## config.mk

```make
export PLATFORM = sky130hd
export DESIGN_NAME = fperr_resp_top
export DESIGN_NICKNAME = d
export VERILOG_FILES = /design/src/rtl/fperr_pkg.sv /design/src/rtl/fperr_sync.sv /design/src/rtl/fperr_sample_gate.sv /design/src/rtl/fperr_ctrl.sv /design/src/rtl/fperr_resp_top.sv
export SDC_FILE = /design/constraint.sdc
export NUM_CORES = 1
export LEC_CHECK = 0
export BUFFER_PORTS_ARGS = -buffer_cell sky130_fd_sc_hd__clkbuf_2
export CORE_MARGIN = 2
export CORE_UTILIZATION = 30
export CTS_CLUSTER_DIAMETER = 80
export DETAILED_ROUTE_END_ITERATION = 10
export HOLD_SLACK_MARGIN = 0.02
export REMOVE_ABC_BUFFERS = 1
export SYNTH_ARGS = -nofsm -noshare
export SYNTH_HDL_FRONTEND = slang
export SYNTH_HIERARCHICAL = 1
export SYNTH_SLANG_ARGS = --single-unit
```

## constraint.sdc

```tcl
create_clock -name clk -period 1.4 [get_ports clk]
set_input_delay 0.21 -clock clk [delete_from_list [all_inputs] [get_ports clk]]
set_output_delay 0.21 -clock clk [all_outputs]
set_load 0.03 [all_outputs]
```

## src/rtl/fperr_pkg.sv

```systemverilog
package fperr_pkg;
  typedef enum logic [1:0] {
    ST_IDLE = 2'd0,
    ST_WAIT = 2'd1,
    ST_RESP = 2'd2
  } fe_state_e;

  typedef enum logic [1:0] {
    OC_NONE = 2'd0,
    OC_GO   = 2'd1,
    OC_TRAP = 2'd2,
    OC_IRQ  = 2'd3
  } fe_outcome_e;

  // interrupt-class inputs: maskable, system-management, non-maskable, init
  localparam int NUM_IRQ   = 4;
  localparam int IRQ_INIT  = 3;
  localparam int NUM_PWR   = 4;
  localparam int SYNC_DEPTH = 2;
endpackage

```

## src/rtl/fperr_sync.sv

```systemverilog
module fperr_sync #(
  parameter int WIDTH  = 5,
  parameter int STAGES = 2
) (
  input  logic             clk,
  input  logic             rst_n,
  input  logic [WIDTH-1:0] d_async,
  output logic [WIDTH-1:0] q_sync
);
  logic [WIDTH-1:0] chain [STAGES];

  generate
    for (genvar s = 0; s < STAGES; s++) begin : g_stage
      if (s == 0) begin : g_first
        always_ff @(posedge clk) begin
          if (!rst_n) chain[s] <= '0;
          else        chain[s] <= d_async;
        end
      end else begin : g_next
        always_ff @(posedge clk) begin
          if (!rst_n) chain[s] <= '0;
          else        chain[s] <= chain[s-1];
        end
      end
    end
  endgenerate

  assign q_sync = chain[STAGES-1];
endmodule

```

## src/rtl/fperr_sample_gate.sv

```systemverilog
module fperr_sample_gate #(
  parameter int NPWR = 4
) (
  input  logic            ign_s,
  input  logic            init_s,
  input  logic            probe_rdy,
  input  logic [NPWR-1:0] pwr_state,
  output logic            ign_ok
);
  logic blocked;

  always_comb begin
    blocked = (|pwr_state) | init_s | probe_rdy;
    ign_ok  = ign_s & ~blocked;
  end
endmodule

```

## src/rtl/fperr_ctrl.sv

```systemverilog
module fperr_ctrl
  import fperr_pkg::*;
#(
  parameter int NIRQ = 4
) (
  input  logic            clk,
  input  logic            rst_n,
  input  logic            ne_mode_i,
  input  logic            exc_pending_i,
  input  logic            err_sens_i,
  input  logic            tgt_valid_i,
  input  logic            ign_ok_i,
  input  logic [NIRQ-1:0] irq_s_i,
  output logic            go_o,
  output logic            trap_o,
  output logic            irq_o,
  output logic            stall_o,
  output logic            ready_o
);
  fe_state_e   st_q, st_d;
  fe_outcome_e oc_q, oc_d;
  logic        armed;
  logic        irq_any;

  always_comb begin
    armed   = exc_pending_i & err_sens_i;
    irq_any = |irq_s_i;
    st_d    = st_q;
    oc_d    = oc_q;
    unique case (st_q)
      ST_IDLE: begin
        oc_d = OC_NONE;
        if (tgt_valid_i) begin
          if (!armed) begin
            st_d = ST_RESP; oc_d = OC_GO;
          end else if (ne_mode_i) begin
            st_d = ST_RESP; oc_d = OC_TRAP;
          end else if (ign_ok_i) begin
            st_d = ST_RESP; oc_d = OC_GO;
          end else begin
            st_d = ST_WAIT;
          end
        end
      end
      ST_WAIT: begin
        if (irq_any) begin
          st_d = ST_RESP; oc_d = OC_IRQ;
        end else if (ign_ok_i) begin
          st_d = ST_RESP; oc_d = OC_GO;
        end
      end
      ST_RESP: begin
        st_d = ST_IDLE; oc_d = OC_NONE;
      end
      default: begin
        st_d = ST_IDLE; oc_d = OC_NONE;
      end
    endcase
  end

  always_ff @(posedge clk) begin
    if (!rst_n) begin
      st_q <= ST_IDLE;
      oc_q <= OC_NONE;
    end else begin
      st_q <= st_d;
      oc_q <= oc_d;
    end
  end

  always_comb begin
    go_o    = (st_q == ST_RESP) && (oc_q == OC_GO);
    trap_o  = (st_q == ST_RESP) && (oc_q == OC_TRAP);
    irq_o   = (st_q == ST_RESP) && (oc_q == OC_IRQ);
    ready_o = (st_q == ST_RESP);
    stall_o = (st_q == ST_WAIT);
  end

  // outcomes mutually exclusive
  a_r10_onehot: assert property (@(posedge clk) disable iff (!rst_n)
    $onehot0({go_o, trap_o, irq_o}));

  // each outcome lasts exactly one cycle
  a_r10_single: assert property (@(posedge clk) disable iff (!rst_n)
    (go_o | trap_o | irq_o) |=> !(go_o | trap_o | irq_o));

  // a trap only follows trap mode
  a_r2_trap_mode: assert property (@(posedge clk) disable iff (!rst_n)
    trap_o |-> $past(ne_mode_i));

  // interrupt exit only leaves the wait state
  a_r6_irq_from_wait: assert property (@(posedge clk) disable iff (!rst_n)
    irq_o |-> $past(st_q == ST_WAIT));

  // an interrupt seen while waiting always wins
  a_r7_irq_wins: assert property (@(posedge clk) disable iff (!rst_n)
    (st_q == ST_WAIT && irq_any) |=> irq_o);

  // stall and ready never coincide
  a_r4_hold: assert property (@(posedge clk) disable iff (!rst_n)
    stall_o |-> !ready_o);
endmodule

```

## src/rtl/fperr_resp_top.sv

```systemverilog
module fperr_resp_top
  import fperr_pkg::*;
#(
  parameter int              VEC_W       = 8,
  parameter logic [VEC_W-1:0] TRAP_VECTOR = 8'h10
) (
  input  logic             clk,
  input  logic             rst_n,
  input  logic             ne_mode,
  input  logic             exc_pending,
  input  logic             err_sens,
  input  logic             tgt_valid,
  output logic             tgt_ready,
  input  logic             ign_pin,
  input  logic             intr_i,
  input  logic             smi_i,
  input  logic             nmi_i,
  input  logic             init_i,
  input  logic             probe_rdy,
  input  logic             pwr_shutdown,
  input  logic             pwr_halt,
  input  logic             pwr_stopgnt,
  input  logic             pwr_stopclk,
  output logic             go_o,
  output logic             trap_o,
  output logic [VEC_W-1:0] trap_vec,
  output logic             irq_exit_o,
  output logic             stall_o
);
  localparam int SYNC_W = NUM_IRQ + 1;

  logic [SYNC_W-1:0]  raw_in, sync_out;
  logic [NUM_IRQ-1:0] irq_s;
  logic               ign_s, ign_ok;

  assign raw_in = {init_i, nmi_i, smi_i, intr_i, ign_pin};

  fperr_sync #(.WIDTH(SYNC_W), .STAGES(SYNC_DEPTH)) u_sync (
    .clk     (clk),
    .rst_n   (rst_n),
    .d_async (raw_in),
    .q_sync  (sync_out)
  );

  assign ign_s = sync_out[0];
  assign irq_s = sync_out[SYNC_W-1:1];

  fperr_sample_gate #(.NPWR(NUM_PWR)) u_gate (
    .ign_s     (ign_s),
    .init_s    (irq_s[IRQ_INIT]),
    .probe_rdy (probe_rdy),
    .pwr_state ({pwr_stopclk, pwr_stopgnt, pwr_halt, pwr_shutdown}),
    .ign_ok    (ign_ok)
  );

  fperr_ctrl #(.NIRQ(NUM_IRQ)) u_ctrl (
    .clk           (clk),
    .rst_n         (rst_n),
    .ne_mode_i     (ne_mode),
    .exc_pending_i (exc_pending),
    .err_sens_i    (err_sens),
    .tgt_valid_i   (tgt_valid),
    .ign_ok_i      (ign_ok),
    .irq_s_i       (irq_s),
    .go_o          (go_o),
    .trap_o        (trap_o),
    .irq_o         (irq_exit_o),
    .stall_o       (stall_o),
    .ready_o       (tgt_ready)
  );

  assign trap_vec = TRAP_VECTOR;
endmodule

```

==> results.toml <==
[grt]
grt_pass1_vias = 481
grt-ovfl-total = 0
antenna_found_initial = 0
grt_usage_pct = 9.935
grt_max_degree = 15
grt_pass1_wl_um = 1849

[logic_synthesis]
synth_top_family_by_area = "simple AND/OR/NAND/NOR gates"
synthMuxAreaShare_pct = 0
synth.avg_cell_area_um2 = 9.751
synth_simple_gate_area_share_pct = 33.20
ys_seq_area_share_pct = 45.62
syn_inst = 63
synthAdderAreaFrac_pct = 0
ys_ff_latch = 14
ys_types = 24
synth_compound_area_share_pct = 8.961
synth_xor_area_share_pct = 0
syn_area_um2 = 614.3
synth_warnings = 6

[finish]
fillers = 209
final_layout_size_suffix_gt1_share_pct = 45.56
final_cell_mix = "clkbuf_2, dfxtp_1, and2_1"
final_core_util_pct = 42.85
syn_to_final_growth_pct = 35.44
antenna_cells = 0
num-nets-final = 107
layout_commonest_cell = "clkbuf_2"
fin_area_um2 = 832.0

[worst_setup_path]
end_kind = "flop"
critPathLaunch = "u_sync/chain[1][0]"
r2r_cells = 6
cp.arrival_ns = 1.67
startpoint_type = "flop"
reg2reg_to = "u_ctrl/oc_q[0]"
worst-r2r-setup-slack_ns = -0.07
critPathRequiredTime_ns = 1.60
criticalPathCategory = "reg2reg"
path_max_fanout = 4
cp-endpoint = "u_ctrl/oc_q[0]"
r2r_start = "u_sync/chain[1][0]"

[sta]
holdWs_ns = 0.1382
relSlewSlack_pct = 65.42
fmax_mhz = 682.0
drv_slew = 0
hold_viol_final = 0
fin_crit_sh_pct = 104.7
min_period_ns = 1.466
setup_slack_ns = -0.06633
worstMarginPinSlew_ns = 0.5117
skew_ns = 0.0007829
setup_viol = 4
rsz0062_at_grt = "yes"

[clock_network]
hold_buffers = 0
cts-htree-levels = 1
path_clk_slew_ns = 0.08
cts_buffer_depth = 2
cts-root-buf = "clkbuf_4"
cts_tree = "built"
clock_sinks = 14
cts_buffers = 3
clock_latency_ns = 0.27

[placement]
dp_slack_ns = -0.2318
postPlaceCellArea_um2 = 725.7
io_buffers = 20
gp_congestion = 0.8307
dp_hpwl_um = 847.7

[drt]
wl_per_cell_um = 9.402
num_vias = 491
drt-total-wl_um = 1100
vias_per_cell = 4.197
drt-pass1-iter-count = 4
remaining_drc_errors = 0
drt_first_iter_violations = 1
antenna_left = 0

[floorplanning]
dieArea_um2 = 2426
coreArea_um2 = 1942
die_w_um = 49.25
pin_count = 29
initial_core_util_pct = 31.64
rows = 16
die_y_um = 49.25

[hold_path]
hold_path_class = "in2reg"

[power_and_ir_drop]
seqPwrFrac_pct = 51.4
irDropWorstVdd_mv = 0.5298
p_clk_share_pct = 33.5
p_sw_share_pct = 24.27
p_leak_nw = 0.3748
p_sw_mw = 0.2011
power_density_nw_per_um2 = 995.7
combPwrFrac_pct = 15.1
intPower_mw = 0.6274

[job]
drv_cap = 0

[run_status]
status = "finished, violations left"
violations = "setup timing"
==> through the flow <==
stage / power (mW) / setup TNS, ns / instances
final: 0.8285 / -0.2218 / 117
after floorplan: 0.5068 / -0.7557 / 61
after global routing: 0.8796 / -0.6695 / 117
after global placement: 0.5425 / -0.5002 / 110
after detailed placement: 0.5459 / -0.6213 / 110
after CTS: 0.8332 / -0.4897 / 115
==> layer usage <==
layer  share of wire [%]  wire length [um]  global-route usage [%]  vias to the layer above
li1                    -                 -                       -                      251
met4                 1.3                14                   8.095                        0
met3                 8.5                93                   2.454                        2
met1                  39               431                   10.80                      216
met2                  51               560                   16.22                       22
met5                   0                 0                       0                        -
==> how the worst min path moves through the flow <==
stage,startpoint,end,depth (start not counted)
finish,nmi_i,u_sync/chain[0][3],2
global placement,u_sync/chain[0][3],u_sync/chain[1][3],1
CTS,nmi_i,u_sync/chain[0][3],2
detailed placement,u_sync/chain[0][1],u_sync/chain[1][1],1
floorplan,rst_n,u_sync/chain[0][0],1
global route,ign_pin,u_sync/chain[0][0],2
==> synth_stat cells <==
master / instances / share of area [%]
nand3b_4: 1 / 3.3
inv_1: 2 / 1.2
and2_1: 10 / 10
or4b_1: 1 / 1.6
nand2_1: 3 / 1.8
nor2b_1: 3 / 3.1
a21oi_1: 1 / 0.81
nand2b_1: 2 / 2.0
conb_1: 2 / 1.2
nor4_1: 1 / 1.0
a211oi_1: 2 / 2.4
or4_4: 1 / 1.8
nor2_1: 2 / 1.2
buf_4: 8 / 9.8
o22ai_1: 1 / 1.0
o211ai_1: 1 / 1.2
and3_1: 1 / 1.0
o21ai_1: 2 / 1.6
nor4_2: 1 / 2.0
and3b_1: 1 / 1.4
nor4bb_1: 1 / 1.6
dfxtp_1: 14 / 46
nand4_1: 1 / 1.0
a21boi_2: 1 / 1.8
==> flip-flops by register name, indices dropped and copies added, names as in the netlist <==
register and count:
u_ctrl/st_q 2, u_sync/chain 10, u_ctrl/oc_q 2
==> cell type report <==
class	count	area, um^2	area share [%]
Tap cell	27	33.78	4.060
Multi-Input combinational cell	45	320.3	38.50
Clock buffer	4	36.28	4.361
Inverter	2	7.507	0.9023
Timing Repair Buffer	25	148.9	17.89
Sequential cell	14	285.3	34.29
==> cells by family (layout without fill, tap and decap cells) <==
family | Yosys count | count (layout)
simple gates | 29 | 29
flops | 14 | 14
buf+inv | 10 | 31
compound gates | 8 | 8
other cells | 2 | 8
==> power groups by stage <==
| stage | registers (mW) | logic [mW] | clock network, mW |
|---|---|---|---|
| 4_1_cts | 0.426 | 0.115 | 0.292 |
| 5_1_grt | 0.429 | 0.136 | 0.315 |
| 3_5_place_dp | 0.435 | 0.111 | 0 |
| 3_3_place_gp | 0.435 | 0.108 | 0 |
| 6_report | 0.426 | 0.125 | 0.278 |
| 2_1_floorplan | 0.433 | 0.0742 | 0 |
==> worst max-delay path: stages (launching register included) <==
cell,delay (ns)
dfxtp_1,0.30
or4b_4,0.44
nor4_2,0.13
buf_4,0.16
nor2b_4,0.14
o21ai_2,0.06
a211oi_2,0.16
==> timing repair <==
action	4_1_cts	5_1_grt
pin swaps	3	2
resized for setup	6	13
setup buffers	1	2
hold endpoints to repair	0	0
setup endpoints to repair	6	9
No activity file was read; power rests on OpenSTA's default activity.
